===== src/rtl/raw_guard_pkg.sv =====
package raw_guard_pkg;

  typedef enum logic [2:0] {
    RC_OTHER = 3'd0,
    RC_CFG   = 3'd1,
    RC_EN    = 3'd2,
    RC_STS   = 3'd3,
    RC_PWR   = 3'd4
  } rclass_t;

  // required gaps in nanoseconds, per (written, read) pair
  localparam int NS_SAME    = 45;
  localparam int NS_CFG_CFG = 60;
  localparam int NS_EN_CFG  = 90;
  localparam int NS_EN_STS  = 60;
  localparam int NS_STS_CFG = 180;
  localparam int NS_STS_STS = 170;
  localparam int NS_PWR_PWR = 165;
  localparam int NS_PWR_CFG = 170;
  localparam int NS_PWR_STS = 160;
  localparam int NS_MAX     = 180;

  function automatic int ns2cyc(input int ns, input int clk_ns);
    return (ns + clk_ns - 1) / clk_ns;
  endfunction

endpackage


===== src/rtl/raw_classify.sv =====
module raw_classify
  import raw_guard_pkg::*;
#(
  parameter int ADDR_W = 8,
  parameter logic [ADDR_W-1:0] ADDR_CFG = 8'h10,
  parameter logic [ADDR_W-1:0] ADDR_STS = 8'h14,
  parameter logic [ADDR_W-1:0] ADDR_EN  = 8'h18,
  parameter logic [ADDR_W-1:0] ADDR_PWR = 8'h20
) (
  input  logic [ADDR_W-1:0] addr,
  output rclass_t           cls
);
  always_comb begin
    if (addr == ADDR_CFG)      cls = RC_CFG;
    else if (addr == ADDR_STS) cls = RC_STS;
    else if (addr == ADDR_EN)  cls = RC_EN;
    else if (addr == ADDR_PWR) cls = RC_PWR;
    else                       cls = RC_OTHER;
  end
endmodule


===== src/rtl/raw_gap_table.sv =====
module raw_gap_table
  import raw_guard_pkg::*;
#(
  parameter int CLK_NS = 10,
  parameter int NEED_W = 5
) (
  input  rclass_t           wcls,
  input  rclass_t           rcls,
  input  logic              same,
  output logic [NEED_W-1:0] need
);
  localparam logic [NEED_W-1:0] C_SAME    = NEED_W'(ns2cyc(NS_SAME,    CLK_NS));
  localparam logic [NEED_W-1:0] C_CFG_CFG = NEED_W'(ns2cyc(NS_CFG_CFG, CLK_NS));
  localparam logic [NEED_W-1:0] C_EN_CFG  = NEED_W'(ns2cyc(NS_EN_CFG,  CLK_NS));
  localparam logic [NEED_W-1:0] C_EN_STS  = NEED_W'(ns2cyc(NS_EN_STS,  CLK_NS));
  localparam logic [NEED_W-1:0] C_STS_CFG = NEED_W'(ns2cyc(NS_STS_CFG, CLK_NS));
  localparam logic [NEED_W-1:0] C_STS_STS = NEED_W'(ns2cyc(NS_STS_STS, CLK_NS));
  localparam logic [NEED_W-1:0] C_PWR_PWR = NEED_W'(ns2cyc(NS_PWR_PWR, CLK_NS));
  localparam logic [NEED_W-1:0] C_PWR_CFG = NEED_W'(ns2cyc(NS_PWR_CFG, CLK_NS));
  localparam logic [NEED_W-1:0] C_PWR_STS = NEED_W'(ns2cyc(NS_PWR_STS, CLK_NS));

  logic [NEED_W-1:0] pair;

  always_comb begin
    pair = '0;
    case (wcls)
      RC_CFG: if (rcls == RC_CFG) pair = C_CFG_CFG;
      RC_EN: begin
        if (rcls == RC_CFG)      pair = C_EN_CFG;
        else if (rcls == RC_STS) pair = C_EN_STS;
      end
      RC_STS: begin
        if (rcls == RC_CFG)      pair = C_STS_CFG;
        else if (rcls == RC_STS) pair = C_STS_STS;
      end
      RC_PWR: begin
        if (rcls == RC_PWR)      pair = C_PWR_PWR;
        else if (rcls == RC_CFG) pair = C_PWR_CFG;
        else if (rcls == RC_STS) pair = C_PWR_STS;
      end
      default: pair = '0;
    endcase
    need = (same && (C_SAME > pair)) ? C_SAME : pair;
  end
endmodule


===== src/rtl/raw_gap_timer.sv =====
module raw_gap_timer #(
  parameter int CNT_W = 5
) (
  input  logic             clk,
  input  logic             rst_n,
  input  logic             restart,
  output logic [CNT_W-1:0] cnt
);
  always_ff @(posedge clk) begin
    if (!rst_n)          cnt <= '1;
    else if (restart)    cnt <= CNT_W'(1);
    else if (cnt != '1)  cnt <= cnt + 1'b1;
  end

  // a write restarts the count at one
  assert_restart_R11: assert property (@(posedge clk) disable iff (!rst_n)
    restart |=> (cnt == CNT_W'(1)));

  // once saturated the count holds until the next write
  assert_saturate_R11: assert property (@(posedge clk) disable iff (!rst_n)
    ((cnt == '1) && !restart) |=> (cnt == '1));
endmodule


===== src/rtl/raw_dummy_seq.sv =====
module raw_dummy_seq #(
  parameter int CNT_W     = 5,
  parameter int DUMMY_CYC = 5
) (
  input  logic             clk,
  input  logic             rst_n,
  input  logic             start,
  input  logic [CNT_W-1:0] remaining,
  output logic             busy,
  output logic             fire
);
  localparam int SP_W = (DUMMY_CYC > 1) ? $clog2(DUMMY_CYC) : 1;
  localparam int N_W  = CNT_W + 1;

  logic [CNT_W-1:0] left_q;
  logic [SP_W-1:0]  space_q;
  logic [N_W-1:0]   nsum;
  logic [CNT_W-1:0] n_dummy;

  always_comb begin
    nsum    = {1'b0, remaining} + N_W'(DUMMY_CYC - 1);
    n_dummy = CNT_W'(nsum / N_W'(DUMMY_CYC));
  end

  assign busy = (left_q != '0) || (space_q != '0);
  assign fire = (start && !busy) || ((space_q == '0) && (left_q != '0));

  always_ff @(posedge clk) begin
    if (!rst_n) begin
      left_q  <= '0;
      space_q <= '0;
    end else if (start && !busy) begin
      left_q  <= n_dummy - 1'b1;
      space_q <= SP_W'(DUMMY_CYC - 1);
    end else if (space_q != '0) begin
      space_q <= space_q - 1'b1;
    end else if (left_q != '0) begin
      left_q  <= left_q - 1'b1;
      space_q <= SP_W'(DUMMY_CYC - 1);
    end
  end

  // a new sequence only starts from idle
  assert_start_idle_R9: assert property (@(posedge clk) disable iff (!rst_n)
    start |-> !busy);

  generate
    if (DUMMY_CYC > 1) begin : g_spacing
      // dummy reads are spaced at least one bus cycle apart
      assert_spacing_R9: assert property (@(posedge clk) disable iff (!rst_n)
        fire |=> !fire);
    end
  endgenerate
endmodule


===== src/rtl/raw_guard.sv =====
module raw_guard
  import raw_guard_pkg::*;
#(
  parameter int ADDR_W    = 8,
  parameter int DATA_W    = 32,
  parameter int CLK_NS    = 10,
  parameter int DUMMY_CYC = 5,
  parameter logic [ADDR_W-1:0] ADDR_CFG  = 8'h10,
  parameter logic [ADDR_W-1:0] ADDR_STS  = 8'h14,
  parameter logic [ADDR_W-1:0] ADDR_EN   = 8'h18,
  parameter logic [ADDR_W-1:0] ADDR_PWR  = 8'h20,
  parameter logic [ADDR_W-1:0] ADDR_TEST = 8'h00
) (
  input  logic              clk,
  input  logic              rst_n,
  input  logic              fill_mode,
  input  logic              host_req_valid,
  output logic              host_req_ready,
  input  logic              host_req_write,
  input  logic [ADDR_W-1:0] host_req_addr,
  input  logic [DATA_W-1:0] host_req_wdata,
  output logic              host_rsp_valid,
  output logic [DATA_W-1:0] host_rsp_data,
  output logic              per_en,
  output logic              per_write,
  output logic [ADDR_W-1:0] per_addr,
  output logic [DATA_W-1:0] per_wdata,
  input  logic [DATA_W-1:0] per_rdata
);
  localparam int MAX_CYC = ns2cyc(NS_MAX, CLK_NS);
  localparam int CNT_W   = (MAX_CYC < 2) ? 1 : $clog2(MAX_CYC + 1);

  rclass_t           wcls_q;
  logic [ADDR_W-1:0] waddr_q;
  rclass_t           cls_now;
  logic              same;
  logic [CNT_W-1:0]  need;
  logic [CNT_W-1:0]  cnt;
  logic [CNT_W-1:0]  remaining;
  logic              clear;
  logic              rd_req;
  logic              grant;
  logic              wr_grant;
  logic              dm_start;
  logic              dm_busy;
  logic              dm_fire;

  raw_classify #(
    .ADDR_W(ADDR_W), .ADDR_CFG(ADDR_CFG), .ADDR_STS(ADDR_STS),
    .ADDR_EN(ADDR_EN), .ADDR_PWR(ADDR_PWR)
  ) u_cls (
    .addr (host_req_addr),
    .cls  (cls_now)
  );

  assign same = (waddr_q == host_req_addr);

  raw_gap_table #(.CLK_NS(CLK_NS), .NEED_W(CNT_W)) u_tbl (
    .wcls (wcls_q),
    .rcls (cls_now),
    .same (same),
    .need (need)
  );

  raw_gap_timer #(.CNT_W(CNT_W)) u_tmr (
    .clk     (clk),
    .rst_n   (rst_n),
    .restart (wr_grant),
    .cnt     (cnt)
  );

  assign rd_req    = host_req_valid && !host_req_write;
  assign clear     = (cnt >= need);
  assign remaining = clear ? '0 : (need - cnt);
  assign dm_start  = rd_req && !clear && fill_mode && !dm_busy;

  raw_dummy_seq #(.CNT_W(CNT_W), .DUMMY_CYC(DUMMY_CYC)) u_dm (
    .clk       (clk),
    .rst_n     (rst_n),
    .start     (dm_start),
    .remaining (remaining),
    .busy      (dm_busy),
    .fire      (dm_fire)
  );

  assign grant    = host_req_valid && !dm_busy && (host_req_write || clear);
  assign wr_grant = grant && host_req_write;

  assign host_req_ready = grant;
  assign host_rsp_valid = grant && !host_req_write;
  assign host_rsp_data  = per_rdata;

  assign per_en    = grant || dm_fire;
  assign per_write = wr_grant;
  assign per_addr  = dm_fire ? ADDR_TEST : host_req_addr;
  assign per_wdata = host_req_wdata;

  always_ff @(posedge clk) begin
    if (!rst_n) begin
      wcls_q  <= RC_OTHER;
      waddr_q <= '0;
    end else if (wr_grant) begin
      wcls_q  <= cls_now;
      waddr_q <= host_req_addr;
    end
  end

  // no real read is returned before the elapsed count meets the table gap
  assert_no_early_read_R8: assert property (@(posedge clk) disable iff (!rst_n)
    host_rsp_valid |-> (cnt >= need));

  // an early read in stall mode is held off and leaves the peripheral idle
  assert_stall_idle_R8: assert property (@(posedge clk) disable iff (!rst_n)
    (rd_req && !clear && !fill_mode && !dm_busy) |-> (!host_req_ready && !per_en));

  // dummy accesses target the test register and return nothing
  assert_dummy_target_R9: assert property (@(posedge clk) disable iff (!rst_n)
    dm_fire |-> (per_addr == ADDR_TEST && !per_write && !host_rsp_valid));

  // a write is never delayed when no dummy sequence runs
  assert_write_pass_R12: assert property (@(posedge clk) disable iff (!rst_n)
    (host_req_valid && host_req_write && !dm_busy) |-> (per_en && per_write));
endmodule


===== config.mk =====
export PLATFORM = sky130hd
export DESIGN_NAME = raw_guard
export DESIGN_NICKNAME = d
export VERILOG_FILES = /design/src/rtl/raw_guard_pkg.sv /design/src/rtl/raw_classify.sv /design/src/rtl/raw_gap_table.sv /design/src/rtl/raw_gap_timer.sv /design/src/rtl/raw_dummy_seq.sv /design/src/rtl/raw_guard.sv
export SDC_FILE = /design/constraint.sdc
export NUM_CORES = 1
export LEC_CHECK = 0
export BUFFER_PORTS_ARGS = -buffer_cell sky130_fd_sc_hd__buf_2
export CAP_MARGIN = 20
export CORE_UTILIZATION = 40
export DETAILED_ROUTE_END_ITERATION = 16
export PLACE_DENSITY = 0.78
export RECOVER_POWER = 50
export SYNTH_ARGS = -nofsm -noshare
export SYNTH_HDL_FRONTEND = slang
export SYNTH_SLANG_ARGS = --single-unit
export TNS_END_PERCENT = 5

===== constraint.sdc =====
create_clock -name clk -period 15.29 [get_ports clk]
set_input_delay 0.7645 -clock clk [delete_from_list [all_inputs] [get_ports clk]]
set_output_delay 0.7645 -clock clk [all_outputs]
set_load 0.05 [all_outputs]

==> impl_metrics.ini, run 1 <==
[outcome]
status = finished, final reports clean

[die]
io_pins = 153
core.rowCount = 29
die_x_um = 83.0
initial_core_util_pct = 41.3
core_region_area_mm2 = 0.00635
die_area_mm2 = 0.00688
fp.dieH_um = 83.0

[global_routing]
grt.total_usage_pct = 14.2
grt.busiest_layer = met2
use_met1_pct = 16.0
overflow = 0
grt_max_degree = 25
use_met3_pct = 2.29
grt_first_pass_wirelength_mm = 8.51
grtUsageMet2_pct = 25.3
antenna_found_initial = 0
grt_pass1_vias = 2074

[yosys]
async_reset_ff_share_pct = 0
yosys-mux-area-fraction_pct = 1.15
synthSimpleGateAreaFrac_pct = 24.3
ys_warn_count = 0
synth_compound_area_share_pct = 18.9
synth_area_mm2 = 0.00262
synthAdderAreaFrac_pct = 6.97
synth_top_family_by_area = simple AND/OR/NAND/NOR gates
ys_seq_elements = 24
synthXorXnorAreaFrac_pct = 7.87
synth_cells = 342
ys_seq_area_share_pct = 18.3
synth_cell_types = 58
synth_area_per_cell_um2 = 7.67
synthFlopType = dfxtp_1
syn_nets = 433
synth_edf_count = 0

[hold_path]
hold_path_end = waddr_q[2]
min-delay-start = waddr_q[2]
holdPathStages = 2
hp-class = reg2reg

[power_and_ir_drop]
seqPwrFrac_pct = 26.6
p_switching_mw = 0.168
powerDensity_mw_per_mm2 = 144
pwr-share-comb_pct = 62.7
switching_share_pct = 49.9
leakage_nw = 0.991
p_total_mw = 0.338
irDropWorstVdd_mv = 0.176
p_int_mw = 0.169
p_clk_share_pct = 10.8

[route]
dr_total_vias = 2045
drt_iter0_drc = 74
drt_wl_total_mm = 4.87
routed_via_density = 5.53
postRouteAntennaNets = 0
drc = 0
wire_per_inst_um = 13.1
firstDrtPassIters = 4

[clock_network]
cts-root-buf = clkbuf_8
cts.sinks = 24
tritoncts = yes
h-tree-depth = 1
clk_pin_slew_ps = 80
clkLatencyLatePin_ps = 260
cts_setup_buffers = 0
cts_made_buffers = 3
ctsHoldBuffers = 0
clk_path_buf_depth = 2
post_cts_resized = 0

[cells_and_area]
layout_common_cells = nand2_1, buf_2, dfxtp_1
layout.cells.non_filler = 370
nets = 386
syn_to_final_growth_pct = -10.6
antenna_cells = 0
final_cell_area_mm2 = 0.00234
fin_util_pct = 36.9
drive_gt1_share_pct = 13.0
mostFrequentLayoutCell = nand2_1

[worst_setup_path]
reg2regPathDepth = 28
crit_arrival_ps = 6850
cp_max_fo = 6
reg2reg_slack_ps = 9440
crit_slowest_cell = fa_1
worstPathRequired_ps = 15450
cp.buffers_inverters = 3
timing.rr.start = wcls_q[2]
r2r-end = u_dm.left_q[2]
critPathTopFamily = simple AND/OR/NAND/NOR gates
cp_slowest_stage_delay_ps = 420
cp_common_cell = ha_1
path_class = in2reg
crit_path_start_kind = primary input
cp-end-kind = flop

[sta]
setup_slack_ps = 8590
holdWs_ps = 484
drv_slew = 0
post-route-min-period_ps = 6700
slew-limit-headroom_pct = 63.8
period_share_pct = 43.8
worst_pin_slew_ps = 543
setup_tns_ps = 0
rsz0062_at_grt = no
finalHoldViolations = 0
fin_skew_ps = 1.51
timing.fmax_mhz = 149
setup_viol = 0

[place]
portBuffers = 24
gp_congestion = 0.946
hpwl_mm = 3.79
dp_slack_ps = 8400
dpl.cell_count = 367
dpl-instance-area_mm2 = 0.00230

[flow_run]
drv_cap = 0
-- area by class of cell --
class                           instances  area [µm²]
Tap cell                               77        96.3
Multi-Input combinational cell        228        1550
Fill cell                             640        4010
Inverter                               14        52.6
Sequential cell                        24         480
Timing Repair Buffer                   24         120
Clock buffer                            3        41.3
-- registers in the layout (all words and copies together), names as in the netlist --
signal,count
waddr_q,8
u_dm.left_q,5
u_dm.space_q,3
wcls_q,3
u_tmr.cnt,5
-- routing by layer --
| metal | part of all wire [%] | vias to the layer above |
|---|---|---|
| met3 | 5.0 | 30 |
| met2 | 48 | 62 |
| met4 | 3.3 | 0 |
| li1 | - | 1017 |
| met1 | 44 | 936 |
| met5 | 0 | - |
-- worst max-delay path by stage --
stage / start / to / slack [ps] / cells after the start
floorplan: host_req_addr[7] / u_dm.left_q[2] / 9230 / 30
global placement: host_req_addr[7] / u_dm.left_q[2] / 8660 / 30
detailed placement: host_req_addr[7] / u_dm.left_q[2] / 8400 / 30
CTS: host_req_addr[7] / u_dm.left_q[2] / 8650 / 30
global route: host_req_addr[7] / u_dm.left_q[2] / 7990 / 31
finish: host_req_addr[7] / u_dm.left_q[2] / 8590 / 31
-- power groups by stage --
stage / combinational (mW) / clock [mW] / sequential, mW
after floorplan: 0.219 / 0 / 0.0877
final: 0.212 / 0.0364 / 0.0897
after CTS: 0.211 / 0.0367 / 0.0895
after global placement: 0.206 / 0 / 0.0899
after detailed placement: 0.210 / 0 / 0.0909
after global routing: 0.234 / 0.0393 / 0.0918
-- worst min-delay path, stage by stage, from the launching register on --
cell and delay [ps]:
dfxtp_1 320, nand2_1 50, a21boi_0 70
-- cell families after synthesis --
group                    Yosys count
AO/OA/AOI/OAI                     70
XOR/XNOR                          22
adder cells (fa/ha/maj)           14
buffers and inverters             90
flip-flops                        24
multiplexers                       3
AND/OR/NAND/NOR                  119
-- cells in the mapped netlist, drive strengths merged, types with 4 or more instances --
master  count  share of area [%]
buf        67                 19
a21boi     13                3.9
xor2       12                4.0
nand3      13                2.5
nor3        7                1.8
a21oi      16                3.2
o21ai      14                2.7
dfxtp      24                 18
and3        8                2.1
nor2       14                2.2
nand2      37                5.3
clkbuf      9                1.3
xnor2       9                3.0
and2       13                3.1
nor2b       6                1.4
inv        14                2.0
a211oi      4                1.5
ha         13                6.2
(Power assumes the default switching activity.)
==> inputs of run 2 (changes only) <==
==> constraint.sdc (replaced) <==
create_clock -name clk -period 6.5 [get_ports clk]
set_input_delay 0.325 -clock clk [delete_from_list [all_inputs] [get_ports clk]]
set_output_delay 0.325 -clock clk [all_outputs]
set_load 0.05 [all_outputs]
==> impl_metrics.ini, run 2 (synthesis results as in run 1) <==
[outcome]
status = finished, final reports clean

[sta]
worst_pin_slew_ps = 533
timing.fmax_mhz = 166
rsz0062_at_grt = no
setup_tns_ps = 0
slew-limit-headroom_pct = 64.5
setup_viol = 0
period_share_pct = 92.7
fin_skew_ps = 2.00
finalHoldViolations = 0
drv_slew = 0
post-route-min-period_ps = 6030

[worst_setup_path]
cp_common_cell = ha_1
worstPathRequired_ps = 6660
reg2reg_slack_ps = 770
crit_path_start_kind = primary input
crit_arrival_ps = 6180
crit_slowest_cell = o311ai_0
cp_slowest_stage_delay_ps = 450
cp-end-kind = flop
path_class = in2reg
cp_max_fo = 6

[die]
die_x_um = 83.0
die_area_mm2 = 0.00688
core_region_area_mm2 = 0.00635
core.rowCount = 29
initial_core_util_pct = 41.3
io_pins = 153
fp.dieH_um = 83.0

[global_routing]
grt_pass1_vias = 2017
grt.total_usage_pct = 14.3
grt_max_degree = 25
grt_first_pass_wirelength_mm = 8.58
antenna_found_initial = 0
overflow = 0

[route]
drc = 0
drt_wl_total_mm = 4.88
wire_per_inst_um = 13.2
firstDrtPassIters = 4
routed_via_density = 5.58
dr_total_vias = 2066
postRouteAntennaNets = 0
drt_iter0_drc = 112

[cells_and_area]
layout.cells.non_filler = 370
layout_common_cells = nand2_1, buf_2, dfxtp_1
top_regs = waddr_q: 8 flops, u_dm.left_q: 5 flops, u_tmr.cnt: 5 flops
regMostFlops = waddr_q
antenna_cells = 0
fill_cells = 625
drive_gt1_share_pct = 14.0
largest_reg_flops = 8
mostFrequentLayoutCell = nand2_1
syn_to_final_growth_pct = -9.59
nets = 386

[clock_network]
clkLatencyLatePin_ps = 260
cts_made_buffers = 3
clk_pin_slew_ps = 80
tritoncts = yes
h-tree-depth = 1
clk_path_buf_depth = 2
cts.sinks = 24
ctsHoldBuffers = 0
cts-root-buf = clkbuf_8

[place]
hpwl_mm = 3.76
gp_congestion = 0.946
portBuffers = 24
dpl.cell_count = 367

[power_and_ir_drop]
p_int_mw = 0.400
seqPwrFrac_pct = 26.4
p_total_mw = 0.797
p_clk_share_pct = 10.6
switching_share_pct = 49.8
p_switching_mw = 0.397
pwr-share-comb_pct = 63.0
irDropWorstVdd_mv = 0.296
powerDensity_mw_per_mm2 = 336
leakage_nw = 0.995

[hold_path]
hp-class = in2reg

[flow_run]
drv_cap = 0
## run 2: final timing paths
path,startpoint,endpoint,cells past startpoint
max,host_req_addr[7],u_dm.left_q[2],29
min,host_req_addr[3],waddr_q[3],3
max reg2reg,waddr_q[5],u_dm.left_q[2],27
min reg2reg,waddr_q[2],waddr_q[2],2
## run 2: metal layers
layer | up-vias | routed length [µm] | track usage (%)
met4 | 0 | 112 | 6.27
met2 | 79 | 2380 | 25.6
li1 | 1017 | - | -
met3 | 22 | 318 | 2.39
met1 | 948 | 2080 | 16.6
met5 | - | 0 | 0
## run 2: cell type report
class	instances	area, µm²	area share, %
clock buffers	3	41.3	1.74
well taps	77	96.3	4.06
multi-input cells	228	1580	66.6
repair buffers	24	120	5.07
flip-flops and latches	24	480	20.3
inverters	14	52.6	2.22
## run 2: timing repair
item / CTS / global route
resized for setup: 0 / 4
endpoints found under the hold margin: 0 / 0
buffers inserted: 0 / 0
setup endpoints to repair: 0 / 3
## run 2: power by group through the flow
stage	registers, mW	clock network [mW]	logic, mW
2_1_floorplan	0.206	0	0.515
3_3_place_gp	0.211	0	0.484
3_5_place_dp	0.213	0	0.493
4_1_cts	0.210	0.0867	0.497
5_1_grt	0.216	0.0923	0.553
6_report	0.211	0.0843	0.502
## run 2: metrics by stage
stage / util (%) / hold WS, ps / instance area [µm²] / setup slack [ps]
after CTS: 36.9 / 355 / 2340 / 281
after global routing: 37.3 / 370 / 2370 / 29.2
after global placement: 36.3 / 463 / 2300 / 305
after floorplan: - / 455 / 2620 / 875
final: 37.3 / 358 / 2370 / 475
after detailed placement: 36.3 / 477 / 2300 / 17.3
## run 2: worst max-delay path: cells and delay by family
family / cells / cell delay (ps)
buffers and inverters: 2 / 200
XOR/XNOR: 2 / 370
AND/OR/NAND/NOR: 10 / 1890
AO/OA/AOI/OAI: 10 / 1950
adder cells (fa/ha/maj): 5 / 1470
